[config.mk]
export PLATFORM = sky130hd
export DESIGN_NAME = pulse_guard
export DESIGN_NICKNAME = d
export VERILOG_FILES = /design/src/rtl/pulse_guard_pkg.sv /design/src/rtl/pulse_guard_ctrl.sv /design/src/rtl/pulse_guard_dp.sv /design/src/rtl/pulse_guard.sv
export SDC_FILE = /design/constraint.sdc
export NUM_CORES = 1
export LEC_CHECK = 0
export ABC_AREA = 1
export ABC_CLOCK_PERIOD_IN_PS = 1350
export BUFFER_PORTS_ARGS = -buffer_cell sky130_fd_sc_hd__buf_2
export CORE_UTILIZATION = 47
export DETAILED_ROUTE_END_ITERATION = 8
export PLACE_DENSITY = 0.73
export SLEW_MARGIN = 5
export SYNTH_ARGS = -nofsm -noshare
export SYNTH_HDL_FRONTEND = slang
export SYNTH_SLANG_ARGS = --single-unit
[constraint.sdc]
create_clock -name clk -period 1.35 [get_ports clk]
set_clock_uncertainty 0.15 [all_clocks]
set_input_delay 0.27 -clock clk [delete_from_list [all_inputs] [get_ports clk]]
set_output_delay 0.27 -clock clk [all_outputs]
set_load 0.01 [all_outputs]
[src/rtl/pulse_guard_pkg.sv]
package pulse_guard_pkg;

  typedef enum logic [1:0] {
    PH_IDLE = 2'd0,
    PH_WAIT = 2'd1,
    PH_HOLD = 2'd2
  } phase_e;

  // Strobes from the read-timer control into the datapath counter.
  typedef struct packed {
    logic startWait;
    logic startHold;
    logic stopHold;
    logic tick;
  } timerCmd_t;

endpackage

[src/rtl/pulse_guard_ctrl.sv]
module pulse_guard_ctrl
  import pulse_guard_pkg::*;
(
  input  logic      clk,
  input  logic      rstN,
  input  logic      trigger,
  input  logic      cntZero,
  output timerCmd_t tcmd
);

  phase_e phase, phaseNext;

  always_comb begin
    phaseNext = phase;
    tcmd      = '0;
    if (trigger) begin
      phaseNext      = PH_WAIT;
      tcmd.startWait = 1'b1;
    end else begin
      unique case (phase)
        PH_WAIT: begin
          if (cntZero) begin
            phaseNext      = PH_HOLD;
            tcmd.startHold = 1'b1;
          end else begin
            tcmd.tick = 1'b1;
          end
        end
        PH_HOLD: begin
          if (cntZero) begin
            phaseNext     = PH_IDLE;
            tcmd.stopHold = 1'b1;
          end else begin
            tcmd.tick = 1'b1;
          end
        end
        default: phaseNext = PH_IDLE;
      endcase
    end
  end

  always_ff @(posedge clk or negedge rstN) begin
    if (!rstN) phase <= PH_IDLE;
    else       phase <= phaseNext;
  end

endmodule

[src/rtl/pulse_guard_dp.sv]
module pulse_guard_dp
  import pulse_guard_pkg::*;
#(
  parameter int NUM_SW    = 7,
  parameter int BRAKE_IDX = 6,
  parameter int READ_DLY  = 8,
  parameter int HOLD_WIN  = 20
) (
  input  logic              clk,
  input  logic              rstN,
  input  logic [NUM_SW-1:0] cmdOn,
  input  logic [NUM_SW-1:0] scTrip,
  input  logic [NUM_SW-1:0] clFlag,
  input  timerCmd_t         tcmd,
  output logic [NUM_SW-1:0] gateOut,
  output logic              faultN,
  output logic              clWarnN,
  output logic              readValid,
  output logic              trigger,
  output logic              cntZero
);

  localparam int MAX_WIN = (READ_DLY > HOLD_WIN) ? READ_DLY : HOLD_WIN;
  localparam int CNT_W   = $clog2(MAX_WIN + 1);
  localparam logic [NUM_SW-1:0] PHASE_MASK = ~(NUM_SW'(1) << BRAKE_IDX);

  logic [NUM_SW-1:0] prevCmd, rise;
  logic [NUM_SW-1:0] tripLat, tripNext;
  logic [NUM_SW-1:0] clLat, clNext;
  logic [CNT_W-1:0]  cnt;

  for (genvar i = 0; i < NUM_SW; i++) begin : g_sw
    assign rise[i] = cmdOn[i] & ~prevCmd[i];

    if (i == BRAKE_IDX) begin : g_brake
      assign tripNext[i] = 1'b0;
      assign clNext[i]   = 1'b0;
    end else begin : g_phase
      // a trip only counts while the gate is actually conducting
      assign tripNext[i] = rise[i] ? 1'b0
                                   : (tripLat[i] | (scTrip[i] & gateOut[i]));
      // a limit flag present in the rise cycle survives the clear
      assign clNext[i]   = rise[i] ? clFlag[i] : (clLat[i] | clFlag[i]);
    end

    always_ff @(posedge clk or negedge rstN) begin
      if (!rstN) begin
        prevCmd[i] <= 1'b0;
        tripLat[i] <= 1'b0;
        clLat[i]   <= 1'b0;
        gateOut[i] <= 1'b0;
      end else begin
        prevCmd[i] <= cmdOn[i];
        tripLat[i] <= tripNext[i];
        clLat[i]   <= clNext[i];
        gateOut[i] <= cmdOn[i] & ~tripNext[i];
      end
    end
  end

  always_ff @(posedge clk or negedge rstN) begin
    if (!rstN) begin
      faultN  <= 1'b1;
      clWarnN <= 1'b1;
    end else begin
      faultN  <= ~|tripNext;
      clWarnN <= ~|clNext;
    end
  end

  assign trigger = |(rise & PHASE_MASK);
  assign cntZero = (cnt == '0);

  always_ff @(posedge clk or negedge rstN) begin
    if (!rstN) begin
      cnt       <= '0;
      readValid <= 1'b0;
    end else begin
      if (tcmd.startWait) begin
        cnt       <= CNT_W'(READ_DLY - 1);
        readValid <= 1'b0;
      end else if (tcmd.startHold) begin
        cnt       <= CNT_W'(HOLD_WIN - 1);
        readValid <= 1'b1;
      end else if (tcmd.stopHold) begin
        readValid <= 1'b0;
      end else if (tcmd.tick) begin
        cnt <= cnt - 1'b1;
      end
    end
  end

endmodule

[src/rtl/pulse_guard.sv]
module pulse_guard
  import pulse_guard_pkg::*;
#(
  parameter int NUM_SW    = 7,
  parameter int BRAKE_IDX = 6,
  parameter int READ_DLY  = 8,
  parameter int HOLD_WIN  = 20
) (
  input  logic              clk,
  input  logic              rstN,
  input  logic [NUM_SW-1:0] cmdOn,
  input  logic [NUM_SW-1:0] scTrip,
  input  logic [NUM_SW-1:0] clFlag,
  output logic [NUM_SW-1:0] gateOut,
  output logic              faultN,
  output logic              clWarnN,
  output logic              readValid
);

  timerCmd_t tcmd;
  logic      trigger, cntZero;

  pulse_guard_ctrl u_ctrl (
    .clk     (clk),
    .rstN    (rstN),
    .trigger (trigger),
    .cntZero (cntZero),
    .tcmd    (tcmd)
  );

  pulse_guard_dp #(
    .NUM_SW    (NUM_SW),
    .BRAKE_IDX (BRAKE_IDX),
    .READ_DLY  (READ_DLY),
    .HOLD_WIN  (HOLD_WIN)
  ) u_dp (
    .clk       (clk),
    .rstN      (rstN),
    .cmdOn     (cmdOn),
    .scTrip    (scTrip),
    .clFlag    (clFlag),
    .tcmd      (tcmd),
    .gateOut   (gateOut),
    .faultN    (faultN),
    .clWarnN   (clWarnN),
    .readValid (readValid),
    .trigger   (trigger),
    .cntZero   (cntZero)
  );

endmodule

# == Word-level counts from Yosys, hierarchy flattened ==
# Index checks and enable logic that the tools add are counted.
# classes
add_sub_neg,1
n_reduce_logical,11
n_eq_ne,5
n_mux,30
bitwise,42
# op_table
op,count
$mux 1,21
$mux 5,4
$and 1x1->1,18
$reduce_or 6->1,3
$not 1->1,12
$or 1x1->1,12
$mux 2,3
$ne 3x3->1 const B,2
$reduce_bool 3->1,2
$logic_not 5->1,1
$sub 5x1->5 const B,1
$pmux 2 s2,1
$reduce_and 2->1,2
$mux 3,1
$ne 3x1->1 const B,1
$eq 2x1->1 const B,1
$eq 2x2->1 const B,1
$logic_not 1->1,2
$reduce_or 2->1,1
# word_totals
register_bits,35
input_bits,23
elab_cells,119
out_inout_bits,10

# == Longest topological paths before layout ==
# Gate-level depths: netlist (run 1).
# logic_depth
word_depth,8
mapped_depth,9
ltp_nobuf,9

# == Modules after synthesis ==
# A second synthesis (run 1) with hierarchy kept.
# unflattened
cells_unflattened,172
area_unflattened_um2,1477.7
# modules_own_cells
mod,seq_area_each_um2,cells_each,n_inst,area_per_inst_um2
pulse_guard_dp,828.3,151,1,1328.8
pulse_guard_ctrl,50.0,21,1,148.9

# == Worst setup path after synthesis (run 1) ==
# Ideal clock, no wire load.
# synth_timing
kind,reg-to-reg
startpoint,reg u_dp.cnt[0]
endpoint,reg u_dp.cnt[0]
setup_time_ps,121
arrival_time_ps,1131
required_time_ps,1079
n_path_buf,0
path_slack_ps,-52
synth_period_minus_slack_ps,1402
path_stages_with_launch,8
cell_sequence,dfrtp_1 -> inv_1 -> ha_1 -> nand3_4 -> nand2_4 -> inv_4 -> a21oi_1 -> nand2_1
# synth_between
elab_chain_len,6
elab_cells_between_ends,15
classes_between,1 x add/sub; 1 x eq/ne; 10 x mux; 3 x reduce/logical
# synth_rtl
item,line_no,rtl
start: declaration,pulse_guard_dp.sv:30,logic [CNT_W-1:0] cnt;
start signal: assignment,pulse_guard_dp.sv:80,cnt <= CNT_W'(READ_DLY - 1);
start signal: assignment,pulse_guard_dp.sv:83,cnt <= CNT_W'(HOLD_WIN - 1);
start signal: assignment,pulse_guard_dp.sv:88,cnt <= cnt - 1'b1;
"parallel branches: the longest is 6 deep, another holds $sub 5x1->5",--,
# Parallel ways; which one is timed is not known. The select of a mux whose other input is x is not followed.
# A chain may end at the register's enable or synchronous reset.

# == Worst setup path in the final report (run 1) ==
# layout_timing
startpoint,reg u_dp.cnt[1]
endpoint,reg u_dp.cnt[4]
# The elaborated chain is that of the path after synthesis.

==> results.cfg, run 1 <==
[outcome]
status = finished, violations left
violations = negative setup slack

[timing]
setup_viol = 6
whs_ns = 0.0138
tightest_slew_ns = 0.418
hold_viol_final = 0
fmax_mhz = 714
slew-limit-headroom_pct = 72.1
setup_ws_ns = -0.0498
layout_min_cycle_time_ns = 1.40
fin_crit_sh_pct = 104
drv_slew = 0
rsz0062_at_grt = yes

[setup_path]
critPathCaptureType = flop
worstPathRequired_ns = 1.44
r2r-end = u_dp.cnt[4]$_DFFE_PN0P_
path_cells = inv_2, ha_4, nand3_4, nand2_4, nand4_1, nand2_1, nand2_1
critPathLaunchType = flop
r2r_slack_ns = -0.05
worst_r2r_path_depth = 7
worstPathArrival_ns = 1.49
r2r_start = u_dp.cnt[1]$_DFFE_PN0P_
cp_max_fo = 5
critPathSlowestCell = dfrtp_1
critPathMaxStageDelay_ns = 0.41
path_class = reg2reg
cpMostUsedCell = nand2_1

[synth]
ys_seq_elements = 35
synth_warnings = 0
mappedNetlistArea_um2 = 1490
avgSynthCellArea_um2 = 9.59
yosysUniqueCellTypes = 24
synth.area.top_cells = dfrtp_1 (56%), inv_1 (8.6%), nand2_1 (8.3%)
synth_area_leader_cell = dfrtp_1
synthesis.nets = 181
seq_area_frac_synth_pct = 59.1
synth_top_area_share_pct = 55.6
netlist_instances = 155

[die]
die_h_um = 58.2
die_w_um = 58.2
core_area_um2 = 3030
io_pins = 33
die_area_um2 = 3390
std_cell_rows = 20
start_util_pct = 49.1

[clocking]
path_clk_slew_ns = 0.11
htreeDepth = 2
cts_tree = done
clock-sinks = 35
cts_buffers = 5
cts_root_buf = clkbuf_4
clk-insertion-delay-late_ns = 0.34
cts_max_path_buffers = 2

[layout]
num_antenna_cells = 0
fin_util_pct = 69.1
multi_input_area_um2 = 523
final_nets = 247
area_growth_syn_to_layout_pct = 40.7
num-fill-cells = 243
seq_area_um2 = 878
layout_commonest_cell = dfrtp_1
final_cell_mix = dfrtp_1 (33), inv_1 (31), nand2_1 (31)
layout-drive-gt1-share_pct = 32.4

[placement]
dp.final_hpwl_mm = 2.10
port_buffers = 30
place_congestion = 0.754

[pwr]
p_per_area_nw_per_um2 = 1010
leakagePower_nw = 1.11
peakVddDrop_mv = 0.695

[routing]
avgViaCountPerCell = 4.48
wl_per_cell_um = 11.2
drtIter0Drc = 19
wl_mm = 2.98
via_count = 1191
remaining_drc_errors = 0
ant_nets = 0
drt-pass1-iter-count = 3

[worst_hold_path]
hold_depth = 3
hold-path-endpoint = u_dp.gateOut[3]$_DFF_PN0_
hold_path.class = in2reg
timing.hold.worst.start = cmdOn[3]

[global_route]
grt_max_degree = 19
grt_overflow = 0
grt_pass1_wl_mm = 5.04
gr-usage-all-layers_pct = 20.3
grt_pass1_vias = 1268
antenna_found_initial = 0

[job]
drv_cap = 0
report_power, final:
| group | internal [W] | total (W) | leakage [nW] | switching [W] |
|---|---|---|---|---|
| logic | 0.000155 | 0.000321 | 0.662 | 0.000167 |
| registers | 0.00113 | 0.00116 | 0.404 | 0.0000294 |
| clock network | 0.000306 | 0.000641 | 0.0386 | 0.000335 |
| total | 0.00159 | 0.00212 | 1.11 | 0.000531 |
state kept, by name (all words and copies together) (netlist names):
name and flops:
u_ctrl.phase 2, u_dp.clLat 6, u_dp.clWarnN 1, u_dp.cnt 5, u_dp.faultN 1, u_dp.gateOut 7
u_dp.prevCmd 6, u_dp.readValid 1, u_dp.tripLat 6
synthesized netlist by cell type (all sizes together):
master	number
a21o	7
a21oi	6
dfrtp	33
dfstp	2
ha	3
inv	35
nand2	36
nand3	3
nand3b	1
nand4	5
nor2	16
o21ai	5
or2	1
xnor2	1
xor2	1
routing by layer:
layer / up-vias / wire length [µm] / global-route usage [%] / share of wire (%)
li1: 602 / - / - / -
met1: 559 / 1190 / 21.5 / 40
met2: 22 / 1610 / 36.6 / 54
met3: 8 / 120 / 7.14 / 4.0
met4: 0 / 59 / 8.16 / 2.0
met5: - / 0 / 0 / 0
layout make-up:
| cell class | count | share of cell area, % |
|---|---|---|
| repair buffers | 59 | 20.7 |
| inverters | 35 | 6.40 |
| well taps | 44 | 2.63 |
| multi-input cells | 85 | 25.0 |
| clock buffers | 8 | 3.29 |
| flip-flops and latches | 35 | 42.0 |
worst max path at each step:
stage	startpoint	to	slack [ns]	cells past startpoint
finish	u_dp.cnt[1]$_DFFE_PN0P_	u_dp.cnt[4]$_DFFE_PN0P_	-0.05	7
CTS	u_dp.clWarnN$_DFF_PN1_	clWarnN	-0.06	1
floorplan	u_dp.cnt[0]$_DFFE_PN0P_	u_dp.cnt[0]$_DFFE_PN0P_	0.002	7
global route	u_dp.cnt[1]$_DFFE_PN0P_	u_dp.cnt[4]$_DFFE_PN0P_	-0.11	7
detailed placement	u_dp.cnt[1]$_DFFE_PN0P_	u_dp.cnt[0]$_DFFE_PN0P_	-0.12	7
global placement	u_dp.cnt[1]$_DFFE_PN0P_	u_dp.cnt[2]$_DFFE_PN0P_	-0.06	7
cells by family (layout without fill, tap and decap cells):
family / count (synthesis) / in the layout / synth area share (%)
compound gates: 18 / 18 / 7.24
xor+xnor: 2 / 2 / 1.18
fa+ha+maj: 3 / 3 / 2.53
buf+inv: 35 / 102 / 9.01
flops: 35 / 35 / 59.1
simple gates: 62 / 62 / 21.0
what timing repair did:
action                                  in CTS  in global routing
hold buffers                                15                  1
hold endpoints to repair                    28                  1
resized for setup                            7                  7
setup buffers                                3                  3
endpoints found under the setup margin       9                 10
pin swaps                                    4                  7
per-stage QoR:
step | area, µm² | total power (W) | setup WS (ns) | std cells | setup TNS, ns
after floorplan | 1490 | 0.00130 | 0.00168 | 155 | 0
after global placement | 1760 | 0.00142 | -0.0603 | 236 | -0.194
after detailed placement | 1760 | 0.00144 | -0.118 | 236 | -0.456
after CTS | 2030 | 0.00212 | -0.0618 | 262 | -0.217
after global routing | 2090 | 0.00223 | -0.109 | 266 | -0.630
final | 2090 | 0.00212 | -0.0498 | 266 | -0.191
critical path: cells and delay by family, from the launching register on:
family / cells / cell delay [ns]
and+or+nand+nor: 5 / 0.48
buffers and inverters: 1 / 0.08
adders and majority gates: 1 / 0.18
DFF: 1 / 0.41
(Power assumes the default switching activity.)
==> run 2, diff against run 1 <==
--- a/config.mk
+++ b/config.mk
@@ -6,11 +6,11 @@
 export NUM_CORES = 1
 export LEC_CHECK = 0
 export ABC_AREA = 1
-export ABC_CLOCK_PERIOD_IN_PS = 1350
+export ABC_CLOCK_PERIOD_IN_PS = 1400
 export BUFFER_PORTS_ARGS = -buffer_cell sky130_fd_sc_hd__buf_2
-export CORE_UTILIZATION = 47
+export CORE_UTILIZATION = 52
 export DETAILED_ROUTE_END_ITERATION = 8
-export PLACE_DENSITY = 0.73
+export PLACE_DENSITY = 0.77
 export SLEW_MARGIN = 5
 export SYNTH_ARGS = -nofsm -noshare
 export SYNTH_HDL_FRONTEND = slang
==> constraint.sdc (replaced) <==
create_clock -name clk -period 1.4 [get_ports clk]
set_clock_uncertainty 0.15 [all_clocks]
set_input_delay 0.28 -clock clk [delete_from_list [all_inputs] [get_ports clk]]
set_output_delay 0.28 -clock clk [all_outputs]
set_load 0.01 [all_outputs]
==> run 2 against run 1 <==
Compared with the run above:
- the flow now finishes without violations
- sequential cell count did not move
- final cell count fell by 7.5%
- worst hold slack got worse by 0.0051 ns
- critical endpoint is now faultN
- largest power group unchanged
- highest routed layer unchanged
==> results.cfg, run 2 (synthesis results as in run 1) <==
[outcome]
status = complete, no violations

[clocking]
clk-insertion-delay-late_ns = 0.33
cts_max_path_buffers = 2
htreeDepth = 2
cts_tree = done
cts_root_buf = clkbuf_4
cts_buffers = 5
path_clk_slew_ns = 0.11
clock-sinks = 35

[layout]
final_cell_mix = nand2_1 (33), dfrtp_1 (33), inv_1 (31)
layout-drive-gt1-share_pct = 30.2
final_cells = 246
final_nets = 240
top_register = u_dp.gateOut
multi_input_area_um2 = 508
finish.instance_area_um2 = 2020
seq_area_um2 = 878
num-fill-cells = 188
area_growth_syn_to_layout_pct = 35.8
num_antenna_cells = 0
largest_reg_flops = 7

[timing]
fin_crit_sh_pct = 99.8
hold_viol_final = 0
fmax_mhz = 716
layout_min_cycle_time_ns = 1.40
setup_viol = 0
tightest_slew_ns = 0.374
slew-limit-headroom_pct = 75.1
rsz0062_at_grt = yes
drv_slew = 0

[setup_path]
critPathSlowestCell = dfstp_2
critPathMaxStageDelay_ns = 0.54
cp.buffers_inverters = 1
worstPathRequired_ns = 0.97
critPathLaunchType = flop
cp_max_fo = 1
critical-path-top-delay-family = flip-flops
critPathCaptureType = output pin
path_cells = buf_6
worstPathArrival_ns = 0.97
path_class = reg2out

[placement]
port_buffers = 30
dp.final_hpwl_mm = 2.03
dp_cells = 223
place_area_um2 = 1740
place_congestion = 0.770

[die]
die_w_um = 55.5
std_cell_rows = 19
start_util_pct = 54.4
io_pins = 33
core_area_um2 = 2730
die_area_um2 = 3080
die_h_um = 55.5

[global_route]
grt_max_degree = 21
gr-usage-all-layers_pct = 21.3
antenna_found_initial = 0
grt_overflow = 0
grt_pass1_wl_mm = 4.97
grt_pass1_vias = 1178

[pwr]
leakagePower_nw = 1.09
peakVddDrop_mv = 0.905
p_per_area_nw_per_um2 = 1070

[routing]
remaining_drc_errors = 0
drtIter0Drc = 19
drt-pass1-iter-count = 4
ant_nets = 0
via_count = 1184
wl_mm = 2.96
avgViaCountPerCell = 4.81
wl_per_cell_um = 12.0

[worst_hold_path]
hold_path.class = in2reg

[job]
drv_cap = 0
==> run 2: changes by cell type in the layout (fill, tap and decap cells not counted), sizes merged <==
cell | before | now
buf | 43 | 39
bufinv | 0 | 1
clkbuf | 8 | 6
clkinv | 0 | 1
dlygate4sd3 | 16 | 13
==> run 2: final timing paths <==
kind | depth (start not counted) | slack [ns] | start | to
min reg2reg | 1 | 0.33 | u_dp.clLat[5]$_DFF_PN0_ | u_dp.clLat[5]$_DFF_PN0_
max in group asynchronous | 3 | 0.44 | rstN | u_dp.clLat[2]$_DFF_PN0_
max | 1 | 0.003 | u_dp.faultN$_DFF_PN1_ | faultN
min in group asynchronous | 2 | 0.23 | rstN | u_dp.prevCmd[5]$_DFF_PN0_
min | 3 | 0.009 | cmdOn[0] | u_dp.gateOut[0]$_DFF_PN0_
max reg2reg | 7 | 0.03 | u_dp.cnt[1]$_DFFE_PN0P_ | u_dp.cnt[4]$_DFFE_PN0P_
==> run 2: what timing repair did <==
item | CTS | global route
buffers inserted | 0 | 2
setup endpoints to repair | 7 | 9
gates resized for setup | 6 | 4
pin swaps | 1 | 2
endpoints found under the hold margin | 28 | 0
hold buffers | 13 | 0
gates cloned | 0 | 0
==> run 2: final cells by class <==
cell class | instances | share of cell area [%]
multi-input cells | 85 | 25.2
repair buffers | 52 | 18.5
well taps | 31 | 1.92
inverters | 35 | 6.63
clock inverters | 2 | 1.74
clock buffers | 6 | 2.54
flip-flops and latches | 35 | 43.5
==> run 2: per-stage QoR <==
stage	utilization, %	hold WS [ns]	power [W]	setup TNS, ns	setup slack (ns)
after floorplan	-	-0.166	0.00126	0	0.0517
after global placement	63.8	0.0572	0.00137	0	0.00982
after detailed placement	63.8	0.0674	0.00138	-0.150	-0.0580
after CTS	72.6	0.00455	0.00217	-0.0181	-0.0145
after global routing	73.8	0.00695	0.00225	-0.230	-0.0593
final	73.8	0.00868	0.00217	0	0.00346
==> run 2: where the power goes <==
part	internal, W	switching, W
clock network	0.000422	0.000336
registers	0.00109	0.0000264
logic	0.000137	0.000161
total	0.00165	0.000523
==> run 2: metal layers <==
metal	share of wire, %	track usage (%)
met2	54	38.9
met3	3.7	5.85
met4	1.6	7.50
met5	0	0
met1	41	23.4
